`src/rtl/spi3w_pkg.sv`:
```
package spi3w_pkg;
   localparam int ADDR_W  = 13;
   localparam int DATA_W  = 8;
   localparam int CMD_W   = 16;
   localparam int CNT_W   = 2;

   typedef enum logic [1:0] {
      ST_CMD,
      ST_WR,
      ST_RD,
      ST_DONE
   } xfer_state_t;

   localparam logic [CNT_W-1:0] CNT_STREAM = 2'b11;
endpackage

```
`src/rtl/spi3w_sync.sv`:
```
module spi3w_sync #(
   parameter int STAGES = 2,
   parameter int WIDTH = 3,
   parameter logic [WIDTH-1:0] RST_VAL = '0
) (
   input  logic             clk,
   input  logic             rst_n,
   input  logic [WIDTH-1:0] d,
   output logic [WIDTH-1:0] q
);
   logic [WIDTH-1:0] stg [STAGES];

   initial begin
      assert (STAGES >= 2) else $error("synchronizer needs at least two stages");
   end

   for (genvar g = 0; g < STAGES; g++) begin : g_stage
      always_ff @(posedge clk or negedge rst_n) begin
         if (!rst_n)
            stg[g] <= RST_VAL;
         else if (g == 0)
            stg[g] <= d;
         else
            stg[g] <= stg[(g == 0) ? 0 : g-1];
      end
   end

   assign q = stg[STAGES-1];
endmodule

```
`src/rtl/spi3w_regfile.sv`:
```
module spi3w_regfile import spi3w_pkg::*; #(
   parameter int NUM_REGS = 16
) (
   input  logic              clk,
   input  logic              rst_n,
   input  logic              wr_en,
   input  logic [ADDR_W-1:0] wr_addr,
   input  logic [DATA_W-1:0] wr_data,
   input  logic [ADDR_W-1:0] rd_addr,
   output logic [DATA_W-1:0] rd_data
);
   localparam int IDX_W = (NUM_REGS > 1) ? $clog2(NUM_REGS) : 1;
   localparam logic [ADDR_W:0] LIMIT = (ADDR_W+1)'(NUM_REGS);

   logic [DATA_W-1:0] mem [NUM_REGS];

   initial begin
      assert (NUM_REGS >= 1 && NUM_REGS <= (1 << ADDR_W))
         else $error("NUM_REGS must fit the 13-bit address space");
   end

   // one register per slot; an out-of-range address matches no slot and is dropped
   for (genvar g = 0; g < NUM_REGS; g++) begin : g_reg
      always_ff @(posedge clk or negedge rst_n) begin
         if (!rst_n)
            mem[g] <= '0;
         else if (wr_en && ({1'b0, wr_addr} == (ADDR_W+1)'(g)))
            mem[g] <= wr_data;
      end
   end

   logic rd_hit;
   assign rd_hit  = ({1'b0, rd_addr} < LIMIT);
   assign rd_data = rd_hit ? mem[rd_addr[IDX_W-1:0]] : '0;
endmodule

```
`src/rtl/spi3w_regslave.sv`:
```
module spi3w_regslave import spi3w_pkg::*; #(
   parameter int NUM_REGS = 16,
   parameter int SYNC_STAGES = 2
) (
   input  logic clk,
   input  logic rst_n,
   input  logic cs_n,
   input  logic sclk,
   input  logic sdio_in,
   output logic sdio_out,
   output logic sdio_oe
);
   localparam int BIT_CW = $clog2(CMD_W);

   logic [2:0] pins_raw, pins_syn;
   logic       cs_s, sclk_s, din, sclk_q, sclk_rise, sclk_fall;

   assign pins_raw = {cs_n, sclk, sdio_in};

   spi3w_sync #(.STAGES(SYNC_STAGES), .WIDTH(3), .RST_VAL(3'b100)) u_sync (
      .clk(clk), .rst_n(rst_n), .d(pins_raw), .q(pins_syn)
   );

   assign cs_s   = pins_syn[2];
   assign sclk_s = pins_syn[1];
   assign din    = pins_syn[0];

   always_ff @(posedge clk or negedge rst_n) begin
      if (!rst_n) sclk_q <= 1'b0;
      else        sclk_q <= sclk_s;
   end
   assign sclk_rise = sclk_s & ~sclk_q;
   assign sclk_fall = ~sclk_s & sclk_q;

   xfer_state_t       state;
   logic [CMD_W-2:0]  cmd_sr;
   logic [BIT_CW-1:0] bit_cnt;
   logic [ADDR_W-1:0] cur_addr;
   logic [CNT_W-1:0]  left;
   logic              stream;
   logic [DATA_W-2:0] rx_sr;
   logic [DATA_W-1:0] tx_sr;
   logic              oe_q;
   logic [CMD_W-1:0]  cmd_word;
   logic              byte_end, last_byte;
   logic              wr_en;
   logic [DATA_W-1:0] rd_data;

   assign cmd_word  = {cmd_sr, din};
   assign byte_end  = (bit_cnt == BIT_CW'(DATA_W-1));
   assign last_byte = !stream && (left == '0);
   assign wr_en     = (state == ST_WR) && sclk_rise && byte_end && !cs_s;

   spi3w_regfile #(.NUM_REGS(NUM_REGS)) u_regs (
      .clk(clk), .rst_n(rst_n),
      .wr_en(wr_en), .wr_addr(cur_addr), .wr_data({rx_sr, din}),
      .rd_addr(cur_addr), .rd_data(rd_data)
   );

   always_ff @(posedge clk or negedge rst_n) begin
      if (!rst_n) begin
         state    <= ST_CMD;
         cmd_sr   <= '0;
         bit_cnt  <= '0;
         cur_addr <= '0;
         left     <= '0;
         stream   <= 1'b0;
         rx_sr    <= '0;
         tx_sr    <= '0;
         oe_q     <= 1'b0;
      end else if (cs_s) begin
         state   <= ST_CMD;
         bit_cnt <= '0;
         oe_q    <= 1'b0;
      end else begin
         unique case (state)
            ST_CMD: if (sclk_rise) begin
               cmd_sr  <= cmd_word[CMD_W-2:0];
               bit_cnt <= bit_cnt + 1'b1;
               if (bit_cnt == BIT_CW'(CMD_W-1)) begin
                  cur_addr <= cmd_word[ADDR_W-1:0];
                  left     <= cmd_word[ADDR_W +: CNT_W];
                  stream   <= (cmd_word[ADDR_W +: CNT_W] == CNT_STREAM);
                  state    <= cmd_word[CMD_W-1] ? ST_RD : ST_WR;
                  bit_cnt  <= '0;
               end
            end
            ST_WR: if (sclk_rise) begin
               rx_sr   <= {rx_sr[DATA_W-3:0], din};
               bit_cnt <= bit_cnt + 1'b1;
               if (byte_end) begin
                  bit_cnt  <= '0;
                  cur_addr <= cur_addr - 1'b1;
                  left     <= left - 1'b1;
                  if (last_byte) state <= ST_DONE;
               end
            end
            ST_RD: begin
               if (sclk_fall) begin
                  oe_q  <= 1'b1;
                  tx_sr <= (bit_cnt == '0) ? rd_data : {tx_sr[DATA_W-2:0], 1'b0};
               end else if (sclk_rise) begin
                  bit_cnt <= bit_cnt + 1'b1;
                  if (byte_end) begin
                     bit_cnt  <= '0;
                     cur_addr <= cur_addr - 1'b1;
                     left     <= left - 1'b1;
                     if (last_byte) begin
                        state <= ST_DONE;
                        oe_q  <= 1'b0;
                     end
                  end
               end
            end
            default: ;
         endcase
      end
   end

   assign sdio_oe  = oe_q;
   assign sdio_out = oe_q & tx_sr[DATA_W-1];

   // deselect releases the line
   p_idle_release_r1: assert property (@(posedge clk) disable iff (!rst_n)
      cs_s |=> !sdio_oe);
   // the driver turns on only after a falling serial edge
   p_oe_on_fall_r4: assert property (@(posedge clk) disable iff (!rst_n)
      $rose(sdio_oe) |-> $past(sclk_fall));
   // the driven bit moves only after a falling serial edge
   p_out_steady_r4: assert property (@(posedge clk) disable iff (!rst_n)
      (sdio_oe && !sclk_fall) |=> (!sdio_oe || $stable(sdio_out)));
   // the driver turns off on a rising edge or on deselect
   p_oe_off_rise_r5: assert property (@(posedge clk) disable iff (!rst_n)
      $fell(sdio_oe) |-> $past(sclk_rise || cs_s));
   // no driving during the command word or write data
   p_quiet_host_phase_r5: assert property (@(posedge clk) disable iff (!rst_n)
      (state == ST_CMD || state == ST_WR) |-> !sdio_oe);
endmodule

```
`config.mk`:
```
export PLATFORM = sky130hd
export DESIGN_NAME = spi3w_regslave
export DESIGN_NICKNAME = d
export VERILOG_FILES = /design/src/rtl/spi3w_pkg.sv /design/src/rtl/spi3w_sync.sv /design/src/rtl/spi3w_regfile.sv /design/src/rtl/spi3w_regslave.sv
export SDC_FILE = /design/constraint.sdc
export NUM_CORES = 1
export LEC_CHECK = 0
export BUFFER_PORTS_ARGS = -buffer_cell sky130_fd_sc_hd__buf_2
export CAP_MARGIN = 5
export CORE_MARGIN = 10
export CORE_UTILIZATION = 25
export DETAILED_ROUTE_END_ITERATION = 7
export PLACE_DENSITY_LB_ADDON = 0.25
export SLEW_MARGIN = 20
export SYNTH_ARGS = -nofsm -noshare
export SYNTH_HDL_FRONTEND = slang
export SYNTH_SLANG_ARGS = --single-unit
```
`constraint.sdc`:
```
create_clock -name clk -period 5 [get_ports clk]
set_input_delay 0.25 -clock clk [delete_from_list [all_inputs] [get_ports clk]]
set_output_delay 0.25 -clock clk [all_outputs]
set_load 0.02 [all_outputs]
```
# Yosys cells after proc, flatten, opt, wreduce, memory -nomap -nowiden

Cells that the tools add are included.

Input bits: 5
Output and inout bits: 2
Flip-flop bits (word level): 188
Word-level logic and storage cells: 145

Muxes and demuxes: 39
Magnitude comparators: 2
Eq/ne operators: 26
$add $sub $neg: 3
Reduce and logical (&&, ||, !) cells: 40
Bitwise gates (word level): 7

Operators with widths:

| operator                                                     | number |
|---|---|
| == test 13 x 4 -> 1 bit (second input constant)              | 8 |
| two-way mux 13 bit                                           | 5 |
| == test 13 x 3 -> 1 bit (second input constant)              | 4 |
| one-hot mux 13 bit (3 select lines)                          | 1 |
| binary-select mux 8 bit (select 4 bit)                       | 1 |
| two-way mux 8 bit                                            | 4 |
| == test 13 x 2 -> 1 bit (second input constant)              | 2 |
| two-way mux 2 bit                                            | 13 |
| two-way mux 4 bit                                            | 6 |
| logical AND 1 bit                                            | 20 |
| == test 13 x 1 -> 1 bit (second input constant)              | 1 |
| logical NOT 13 bit                                           | 1 |
| less-than comparator 13 x 5 -> 1 bit (second input constant) | 1 |
| subtractor 13 x 1 -> 13 bit (second input constant)          | 1 |
| one-hot mux 2 bit (3 select lines)                           | 2 |
| one-hot mux 4 bit (3 select lines)                           | 1 |
| AND reduction 3 bit                                          | 4 |
| AND reduction 4 bit                                          | 3 |
| nonzero test 3 bit                                           | 4 |
| != test 3 x 2 -> 1 bit (second input constant)               | 3 |
| two-way mux 1 bit                                            | 6 |
| != test 2 bit (second input constant)                        | 3 |
| >= comparator 5 bit (second input constant)                  | 1 |
| NOT 4 -> 5 bit                                               | 1 |
| other kinds (14)                                             | 21 |

# Logic depth before layout (Yosys ltp)

Depth in word-level cells: 8
Depth in mapped cells: 9
Depth with buffers taken out: 7

# Hierarchy

Synthesis repeated with hierarchy kept, for this count alone.

Cells, all modules: 662
Area, all modules: 9098.7 sq um

Modules (own cells, without submodules):

| module         | cells each | times used | area each (sq um) | sequential area each (sq um) |
|---|---|---|---|---|
| spi3w_regfile  | 370        | 1          | 6015.8            | 3203.1 |
| spi3w_regslave | 283        | 1          | 2907.8            | 1351.3 |
| spi3w_sync     | 9          | 1          | 175.2             | 152.6 |

# Worst setup path before layout

OpenSTA, ideal clock, no wires.

Path type: reg2reg
Start point: register cur_addr[0]
End point: register cur_addr[10]
Required time: 4.858 ns
Period minus slack after synthesis: 2.622 ns
Setup slack: 2.378 ns
Path buffers: 2
Cell stages (with the launch flop): 10
Data arrival time: 2.480 ns
Setup time: 0.142 ns
Path through: dfrtp_1 clkbuf_1 buf_2 inv_1 ha_1 or4b_2 nor4_1 o2111ai_1 o21ai_0 a211oi_1

Cells in the longest elaborated chain, start to end: 5

Ends and longest elaborated chain:

| item                                  | line                                        | source |
|---|---|---|
| start, declared                       | spi3w_regslave.sv:38                        | `logic [ADDR_W-1:0] cur_addr;` |
| start signal, assigned                | spi3w_regslave.sv:81                        | `cur_addr <= cmd_word[ADDR_W-1:0];` |
| start signal, assigned                | spi3w_regslave.sv:93                        | `cur_addr <= cur_addr - 1'b1;` |
| start signal, assigned                | spi3w_regslave.sv:106                       | `cur_addr <= cur_addr - 1'b1;` |
| subtractor 13 x 1 -> 13 bit *         | spi3w_regslave.sv:93, spi3w_regslave.sv:106 |  |
| two-way mux 13 bit *                  | spi3w_regslave.sv:91, spi3w_regslave.sv:104 |  |
| two-way mux 13 bit *                  | spi3w_regslave.sv:102                       | `end else if (sclk_rise) begin` |
| two-way mux 13 bit                    | spi3w_regslave.sv:99                        | `if (sclk_fall) begin` |
| one-hot mux 13 bit (3 select lines) * | spi3w_regslave.sv:76                        | `unique case (state)` |

Every way passes the cells marked *; elsewhere a longest branch is shown, timed or not. The select of a mux whose other input is x is not followed.
A chain may end at the register's enable or synchronous reset.

# Worst setup path in the final report

Start point: register state[0]
End point: register cur_addr[8]

Cells in the longest elaborated chain, start to end: 3
Elaborated cells on any way between the ends: 9
Those cells by class: eq/ne: 5; mux: 1; reduce/logical: 3

Ends and longest elaborated chain:

| item                                                                 | line                 | source |
|---|---|---|
| start, declared                                                      | spi3w_regslave.sv:35 | `xfer_state_t state;` |
| start signal, assigned                                               | spi3w_regslave.sv:84 | `state <= cmd_word[CMD_W-1] ? ST_RD : ST_WR;` |
| == test 2 bit, or another cell as far along                          | spi3w_regslave.sv:76 |  |
| != test 2 bit (no source line) or nonzero test 3 bit (tied branches) | n/a                  |  |
| AND reduction 5 bit (no source line)                                 | n/a                  |  |

Several ways; a longest one is shown, not always the timed one.

==> results.md <==
CTS:
- In this run, CTS created clock tree buffers numbering 17.
- The number of sinks driven by the clock tree is 188.
- The number of H-tree levels is 4.
- The clock passes through at most 2 buffers.
- The clock latency on the worst-skew pair is 0.44 ns.
- The clock root buffer is sky130_fd_sc_hd__clkbuf_16.
- Clock-pin slew was measured on the worst setup and hold paths at 0.07 ns.
- TritonCTS built the clock tree.

Routing:
- The count of nets left with antenna violations once routing finished came out at 0.
- The detailed router finished its first iteration with 247 violations.
- The detailed-route via count is about 5.1k.
- The wire length reported by the detailed router is 19,900 microns.
- Dividing the detail-routed wire length by the instance count gives approximately 18 microns.
- The number of design rule violations left after detail routing is 0.
- The via count normalized by instance count is around 4.6.
- The pre-antenna-repair detailed-routing pass consisted of 4 iterations.

Synth:
- In this run the mean area of a mapped cell was 13.6 sq um.
- The synthesized design contains 0 enable-type register cells.
- The synthesized instance count is approximately 650.
- In the synthesized netlist the async set-or-reset flop fraction comes to between 90% and 100%.
- Yosys mapped the design onto 51 distinct sky130hd cell types.
- The cell area that synthesis handed to floorplanning was 8770 sq um.
- Synthesis produced a netlist with a net count of 665.
- Among all flip-flop cells after synthesis, the most frequent one is sky130_fd_sc_hd__dfrtp_1.
- Summing the sequential cell areas from Yosys gives approximately 54% of the chip area.
- Synthesis inferred roughly 190 register bits.
- For this run, the number of Yosys warnings is 0.

Critical path:
- The beginning of the worst register-to-register path is state[0].
- The cell with the largest stage delay on the worst path is sky130_fd_sc_hd__ha_1.
- The most critical setup path has its startpoint at state[0].
- The required time reported for the critical path endpoint is 5.34 ns.
- STA classifies the critical path startpoint as a register.
- The kind of cell with the highest combined delay on the critical path is compound AO/OA/AOI/OAI gates.
- The signal on the critical path passes through inv_1 -> ha_1 -> a21oi_1 -> o21ai_1 -> buf_4 -> nor3_1 -> a211oi_1.
- STA classifies the critical path endpoint as a register.
- The sum of buffers and inverters on the critical path is 2.
- Along the worst path, the maximum fanout reaches 29.
- The setup path with the least slack is of type register to register.
- The largest stage delay on the critical path is about 0.9 ns.
- STA puts the critical path data arrival time at 3.44 ns.

Global routing:
- The number of antenna violations at the first check in global routing is 0.
- The first global-routing pass estimated around 32,000 microns of wire.
- The total routing resource utilization after global routing is 9.39%.
- The number of global-route vias before repair came to 5,416.
- The largest net degree at the start of global routing is 94.
- The total overflow reported by the global router is 0.

STA:
- Static timing analysis puts the maximum clock frequency at 323 MHz.
- At the pin with the least slew margin, the transition time is ~0.91 ns.
- The final critical-path setup slack is 1.90 ns.
- Setup total negative slack on the finished layout was measured at 0 ns.
- The share of the cycle needed by the critical path after routing is 61.9%.
- Between clock sinks in the finished design, the worst skew comes to 0.0111 ns.
- Headroom to the max-slew limit came out at 39.5%.
- The clock period minus worst slack is a little over 3 ns.
- The worst hold slack is 0.351 ns.
- Setup repair after global routing left no endpoint under its margin.
- Setup violations remaining at the end of the flow were counted as 0.
- The final count of pins violating max slew is 0.
- The final count of hold timing violations came to 0.

Power:
- VDD sags by at most 0.000221 V.
- Power spread over the standard cell area amounts to roughly 310 nW/um^2.
- For this design the static power due to leakage is 0.00452 uW.

Layout:
- Cells with a size suffix above 1 make up 37.2% of the layout.
- The total inserted antenna cells is 0.
- The count of filler cells inserted in the layout is approximately 3.5k.
- The number of nets at the end of the flow is 664.
- The post-route non-filler standard cell count is 1,113.
- The post-route core utilization is between 20% and 30%.
- Compared with the post-synthesis result, the final layout area differs by 13.4%.

Floorplanning:
- The initial core utilization is 25.4%.
- The die covers 43,000 sq um.
- The number of cell rows is 68.
- During I/O placement, the number of pins put on the boundary was 7.
- In this run the vertical extent of the chip is between 200 and 250 microns.
- The area of the placeable core is 34,500 sq um.
- Measured along the x axis, the die boundary spans 207 microns.

Placed design:
- The port buffer count is 6.
- The detailed placer's ending HPWL is 12,300 microns.
- The placed instance count is between 1k and 1.5k.
- The minimum setup slack after placement is 1.88 ns.
- The final weighted congestion of routability-driven global placement is roughly 0.75.

Flow run:
- Max-cap violations in this run came to 0.

Min path:
- The worst hold path begins at u_sync.stg[4].
- The worst hold path belongs to the class register to register.

Status:
- The run finished with clean final reports.
==> synthesized netlist by cell type, types with 7 or more instances <==
master,n,area (sq um)
sky130_fd_sc_hd__a221o_1,8,80.1
sky130_fd_sc_hd__mux2i_1,7,70.1
sky130_fd_sc_hd__nor3_1,11,55.1
sky130_fd_sc_hd__dfrtp_1,186,4650
sky130_fd_sc_hd__clkbuf_1,28,105
sky130_fd_sc_hd__nand2_1,43,161
sky130_fd_sc_hd__a21oi_1,11,55.1
sky130_fd_sc_hd__a211oi_1,14,105
sky130_fd_sc_hd__mux2_2,150,1690
sky130_fd_sc_hd__and3_1,7,43.8
sky130_fd_sc_hd__mux4_2,33,743
sky130_fd_sc_hd__nand3_1,8,40.0
sky130_fd_sc_hd__nor2_1,22,82.6
sky130_fd_sc_hd__ha_1,14,175
sky130_fd_sc_hd__inv_1,17,63.8
sky130_fd_sc_hd__o21ai_0,14,70.1
==> final timing paths <==
| kind | to | slack, ns | depth (start not counted) |
|---|---|---|---|
| min in group asynchronous | sclk_q | 0.39 | 2 |
| max reg2reg | cur_addr[8] | 1.90 | 7 |
| min reg2reg | u_sync.q[1] | 0.35 | 0 |
| min | u_sync.q[1] | 0.35 | 0 |
| max | cur_addr[8] | 1.90 | 7 |
| max in group asynchronous | u_regs.mem[43] | 3.28 | 3 |
==> final cells by class <==
type,instances,area [sq um],area share [%]
clock buffer,17,425,4.28
sequential,188,4710,47.4
clock inverter,15,193,1.94
timing repair buffer,16,124,1.25
tap,455,569,5.73
multi-input combinational,404,3850,38.8
inverter,18,67.6,0.680
==> state kept, by name (all words and copies together), names as in the netlist <==
| name | count |
|---|---|
| cur_addr | 13 |
| sdio_oe | 1 |
| bit_cnt | 4 |
| u_sync.q | 3 |
| tx_sr | 8 |
| state | 2 |
| stream | 1 |
| rx_sr | 7 |
| sclk_q | 1 |
| left | 2 |
| cmd_sr | 15 |
| u_sync.stg | 3 |
| u_regs.mem | 128 |
==> worst reg2reg max path: stages, from the launching register on <==
cell,delay (ns)
sky130_fd_sc_hd__dfrtp_1,0.40
sky130_fd_sc_hd__inv_1,0.08
sky130_fd_sc_hd__ha_1,0.89
sky130_fd_sc_hd__a21oi_1,0.43
sky130_fd_sc_hd__o21ai_1,0.60
sky130_fd_sc_hd__buf_4,0.30
sky130_fd_sc_hd__nor3_1,0.06
sky130_fd_sc_hd__a211oi_1,0.24
==> per-layer routing <==
| layer | track usage [%] | wire [microns] | vias to the layer above |
|---|---|---|---|
| met5 | 0 | 0 | - |
| met4 | 2.99 | 220 | 0 |
| met1 | 12.4 | 9630 | 2684 |
| met3 | 1.94 | 483 | 16 |
| li1 | - | - | 2395 |
| met2 | 15.0 | 9540 | 44 |
==> metrics by stage <==
step / cell area (sq um) / total power, uW
after floorplan: 8770 / 1640
after global placement: 9280 / 1700
after detailed placement: 9280 / 1700
after CTS: 9940 / 3120
after global routing: 9940 / 3190
final: 9940 / 3070
==> power by group <==
group | leakage (uW) | switching (uW) | internal (uW)
clock | 0.000302 | 678 | 726
combinational | 0.00162 | 45.5 | 34.3
sequential | 0.00259 | 30.2 | 1550
total | 0.00452 | 753 | 2310
==> what timing repair did <==
action / CTS / global route
setup endpoints to repair: 0 / 0
hold buffers: 4 / 0
buffers inserted: 0 / 0
hold endpoints to repair: 92 / 0
gates resized for setup: 0 / 0
==> placed cells by master (no fill, tap or decap), drive strengths merged, types with 3 or more instances in the layout <==
cell type    netlist  final
o21ai             14     14
dfrtp            186    186
inv               17     25
mux2             150    150
nand2             43     43
dlygate4sd3        0      4
o2111ai            4      4
nor4               3      3
nand3b             4      4
ha                14     14
or2                4      4
buf                8     11
or3                4      4
a211oi            14     14
and3               7      7
nand3             12     12
a221o              8      8
o22ai              3      3
mux4              33     33
nor2              22     22
o211ai             3      3
a21oi             11     11
clkbuf            28     18
mux2i              7      7
clkinv             1      7
nor3              15     15
==> kinds of logic after synthesis <==
kind of cell,share of synthesized area (%)
flip-flops,53.7
XOR/XNOR,0.200
AO/OA/AOI/OAI,5.55
multiplexers,28.5
adder cells (fa/ha/maj),2.00
buffers and inverters,2.37
AND/OR/NAND/NOR,7.64
No activity file was read; power rests on OpenSTA's default activity.
